[src/rtl/tmr_locvote.sv]
module tmr_locvote #(
  parameter int W = 8
) (
  input  logic         clk,
  input  logic         rst,
  input  logic [W-1:0] mod_a,
  input  logic [W-1:0] mod_b,
  input  logic [W-1:0] mod_c,
  input  logic [2:0]   pair_sup,
  output logic [W-1:0] voted,
  output logic [2:0]   pair_err,
  output logic         any_err,
  output logic [1:0]   bad_mod,
  output logic         odd_pat
);

  logic [2:0] raw, gated;
  logic [1:0] loc;
  logic       odd;

  assign raw[0] = |(mod_a ^ mod_b);
  assign raw[1] = |(mod_a ^ mod_c);
  assign raw[2] = |(mod_b ^ mod_c);
  assign gated  = raw & ~pair_sup;

  always_comb begin
    loc = 2'd0;
    odd = 1'b0;
    unique case (gated)
      3'b000: ;
      3'b011: loc = 2'd1;
      3'b101: loc = 2'd2;
      3'b110: loc = 2'd3;
      default: odd = 1'b1;
    endcase
  end

  always_ff @(posedge clk) begin
    if (rst) begin
      voted    <= '0;
      pair_err <= '0;
      any_err  <= 1'b0;
      bad_mod  <= 2'd0;
      odd_pat  <= 1'b0;
    end else begin
      voted    <= (mod_a & mod_b) | (mod_a & mod_c) | (mod_b & mod_c);
      pair_err <= gated;
      any_err  <= |gated;
      bad_mod  <= loc;
      odd_pat  <= odd;
    end
  end

endmodule


[config.mk]
export PLATFORM = sky130hd
export DESIGN_NAME = tmr_locvote
export DESIGN_NICKNAME = d
export VERILOG_FILES = /design/src/rtl/tmr_locvote.sv
export SDC_FILE = /design/constraint.sdc
export NUM_CORES = 1
export LEC_CHECK = 0
export CAP_MARGIN = 30
export CORE_MARGIN = 8
export CORE_UTILIZATION = 29
export DETAILED_ROUTE_END_ITERATION = 16
export PLACE_DENSITY = 0.64
export SETUP_SLACK_MARGIN = 0.05
export SLEW_MARGIN = 20
export SYNTH_ARGS = -nofsm -noshare
export SYNTH_HDL_FRONTEND = slang
export SYNTH_SLANG_ARGS = --single-unit
[constraint.sdc]
create_clock -name clk -period 3.6 [get_ports clk]
set_input_delay 0.9 -clock clk [delete_from_list [all_inputs] [get_ports clk]]
set_output_delay 0.9 -clock clk [all_outputs]
set_load 0.02 [all_outputs]
[Word level (Yosys, flattened, before mapping)]
Index checks and enable logic that the tools add are counted.
Word-level totals
  register bits after elaboration: 15
  word-level logic and storage cells: 26
  input port bits: 29
Operators by class
  bitwise gates (word level): 10
  mux-type cells: 2
  equality and inequality tests: 3
  reduce and logical (&&, ||, !) cells: 6
Operators by type and width (number)
  $and A8 B8 Y8: 3
  $reduce_or A8 Y1: 3
  $xor A8 B8 Y8: 3
  $or A8 B8 Y8: 2
  $eq A3 B3 Y1 const B: 2
  $pmux W2 S3: 1
  $reduce_or A4 Y1: 1
  $and A3 B3 Y3: 1
  $eq A3 B2 Y1 const B: 1
  $logic_not A3 Y1: 1
  $not A3 Y3: 1
  $reduce_or A3 Y1: 1
  $mux W1: 1

[Logic depth before layout (Yosys ltp)]
  word-level depth: 6
  gate-level depth with buffers: 5
  gate-level depth less buffers: 5

[Least setup slack after synthesis]
No wires, ideal clock.
  path kind: input to register
  from: input mod_a[5]
  to: register odd_pat
  setup slack: 1.376 ns
  stages: 5
  data arrival time: 2.102 ns
  cell sequence: ha_1 > nor4_2 > a21oi_2 > xnor2_2 > mux2_4
On the way
  word-level cells in the longest chain between the ends: 6
  elaborated cells on any way between the ends: 11
  classes of those cells: eq/ne (3); mux (1); bitwise (3); reduce/logical (4)
Ends and longest elaborated chain
  from (decl): RTL line 6  | input logic [W-1:0] mod_a,
  $xor A8 B8 Y8, on equally long branches: RTL line 21, 22
  $reduce_or A8 Y1, on equally long branches: RTL line 21, 22
  $and A3 B3 Y3 (*): RTL line 24  | assign gated = raw & ~pair_sup;
  $eq A3 B3 Y1, or another cell as far along: RTL line 29  | unique case (gated)
  $reduce_or A4 Y1 (no line) (*)
  $mux W1 (*): RTL line 29
  to (signal assigned): RTL line 44  | odd_pat <= 1'b0;
  to (signal assigned): RTL line 50  | odd_pat <= odd;
  to (decl): RTL line 14  | output logic odd_pat
Every way passes the cells marked *; elsewhere a longest branch is shown, timed or not.
A chain may end at the register's enable or synchronous reset.

[Worst setup path in the final report]
Same ends and word-level chain as after synthesis.

==> results.ini <==
[floorplan]
start_util=0.303
num_io_pins=44
fp.coreArea_um2=2730
die_height_um=69.4
die_w_um=69.4
fp-row-count=19
dieArea_um2=4820

[min_path]
hold_path.class=in2reg
hold_end=pair_err[0]
min_from=pair_sup[0]
holdPathStages=3

[sta]
finalMaxSlewViolations=0
timing.final.crit_share=0.696
hold_viol_final=0
fin_tns_setup_ns=0
setup_viol=0
slew_headroom=0.698
max_freq_mhz=399
worst_pin_slew_ns=0.451
setup_ws_ns=1.09
rsz0062_at_grt=no
period_needed_ns=2.51

[clock_network]
cts_max_level=1
cts_setup_buffers=0
numCtsBuffers=3
hold_buffers=0
clock-sinks=15
cts_buffer_depth=2
cts_tree=yes
post_cts_resize_count=0
path_clk_slew_ns=0.08
root_buffer=clkbuf_4

[pwr]
vdd_drop_max_mv=0.215
p_leak_nw=0.563
p_per_area_nw_per_um2=300
power.total_w=0.000396

[detailed_routing]
via_count=724
antenna_left=0
wl_per_cell_um=13.9
drc=0
wl_um=2130
viasPerCell=4.73
drtIter0Drc=16
firstDrtPassIters=4

[synth]
netlist_area_um2=827
ys_types=14
yosys.area.top_type=dfxtp_1
synth_top_area_frac=0.363
synth_seq_cells=15
yosysWarnings=0
syn_inst=76
syn_avg_cell_area_um2=10.9
synthTopCellsByArea=dfxtp_1 36%, ha_1 36%, nor3_1 5.4%
syn_nets=129
synth.yosys.seq_area_share=0.363

[worst_setup_path]
cp_cell_sequence=clkdlybuf4s50_1 -> ha_1 -> nor4_2 -> a21oi_2 -> xnor2_2 -> mux2_4
cp-end-kind=flop
crit_family=buffers and inverters
cp_data_arrival_time_ns=2.67
cp.buffers_inverters=1
cp_data_required_time_ns=3.77
critPathMaxStageDelay_ns=0.44
crit_path_start_kind=input port
critPathSlowestCell=clkdlybuf4s50_1
cp_max_fo=4
crit_type=in2reg

[grt]
grt_max_degree=14
first_global_vias=794
track_usage=0.0882
antenna_found_initial=0
overflow=0
grt_pass1_wl_um=3520

[placement]
place_worst_setup_slack_ns=0.788
post-place-cells=149
port_buffers=43
gp_congestion=0.730
post-dp-hpwl_um=1970

[finish]
n_antenna_cell=0
layout-drive-gt1-share=0.0656
final_nets=176
layout.cells.non_filler=153
syn_to_final_growth_pct=59.5
fin_util=0.482

[job]
maxCapViolCount=0

[run_status]
status=finished clean

==> cells by family after synthesis <==
family                     count (synthesis)  synth area share
and+or+nand+nor                           30             0.198
muxes                                      1            0.0181
xor gates and xnor gates                   2            0.0303
AOI/OAI and AO/OA                          3            0.0227
buffers and inverters                      1           0.00453
adders and majority gates                 24             0.363
DFF                                       15             0.363
==> metrics by stage <==
stage	hold WS [ns]	area [µm²]
after floorplan	0.979	827
after global placement	1.65	1290
after detailed placement	1.64	1290
after CTS	1.34	1320
after global routing	1.36	1320
final	1.35	1320
==> cell type report <==
type	count	area [µm²]
fillers	276	1420
multi-input cells	60	523
repair buffers	43	430
flip-flops and latches	15	300
well taps	31	38.8
clock buffers	4	26.3
==> layout by cell type (no fill, tap or decap) <==
master	n
clkdlybuf4s50_1	43
ha_1	24
dfxtp_1	15
nor2_1	10
nor3_1	9
nor4_1	4
nor2b_1	4
clkbuf_4	3
a21oi_1	2
nor4_2	2
a21oi_2	1
xnor2_2	1
mux2_4	1
xor2_1	1
and2_1	1
clkbuf_1	1
==> flip-flops by register name, indices dropped and copies added, names as in the netlist <==
name	count
voted	8
pair_err	3
bad_mod	2
odd_pat	1
any_err	1
==> synth_stat cells <==
| master | n |
|---|---|
| a21oi_1 | 2 |
| a21oi_2 | 1 |
| and2_1 | 1 |
| clkbuf_1 | 1 |
| dfxtp_1 | 15 |
| ha_1 | 24 |
| mux2_4 | 1 |
| nor2_1 | 10 |
| nor2b_1 | 4 |
| nor3_1 | 9 |
| nor4_1 | 4 |
| nor4_2 | 2 |
| xnor2_2 | 1 |
| xor2_1 | 1 |
==> how the worst max path moves through the flow <==
stage	from	end	slack, ns	depth (start not counted)
floorplan	mod_a[5]	odd_pat	1.38	5
global placement	mod_a[6]	odd_pat	0.83	6
detailed placement	mod_a[5]	odd_pat	0.79	6
CTS	mod_a[5]	odd_pat	1.09	6
global route	mod_a[6]	odd_pat	1.01	6
finish	mod_a[5]	odd_pat	1.09	6
==> report_power, final <==
part	leakage [nW]	switching (W)	internal, W
Clock	0.0150	0.0000459	0.0000429
Sequential	0.125	0.00000283	0.000177
Combinational	0.423	0.0000557	0.0000708
==> tightest hold or removal path: stages <==
cell and delay [ns]:
clkdlybuf4s50_1 0.48, a21oi_2 0.07, nor2b_1 0.13
==> layer usage <==
layer  global-route usage  part of all wire  up-vias  routed length, µm
met1               0.0917              0.42      321                897
li1                     -                 -      371                  -
met3               0.0358             0.095        2                201
met4               0.0410            0.0061        0                 13
met5                    0                 0        -                  0
met2                0.151              0.48       30               1010
Note: power is estimated with default switching activity, not from simulation.
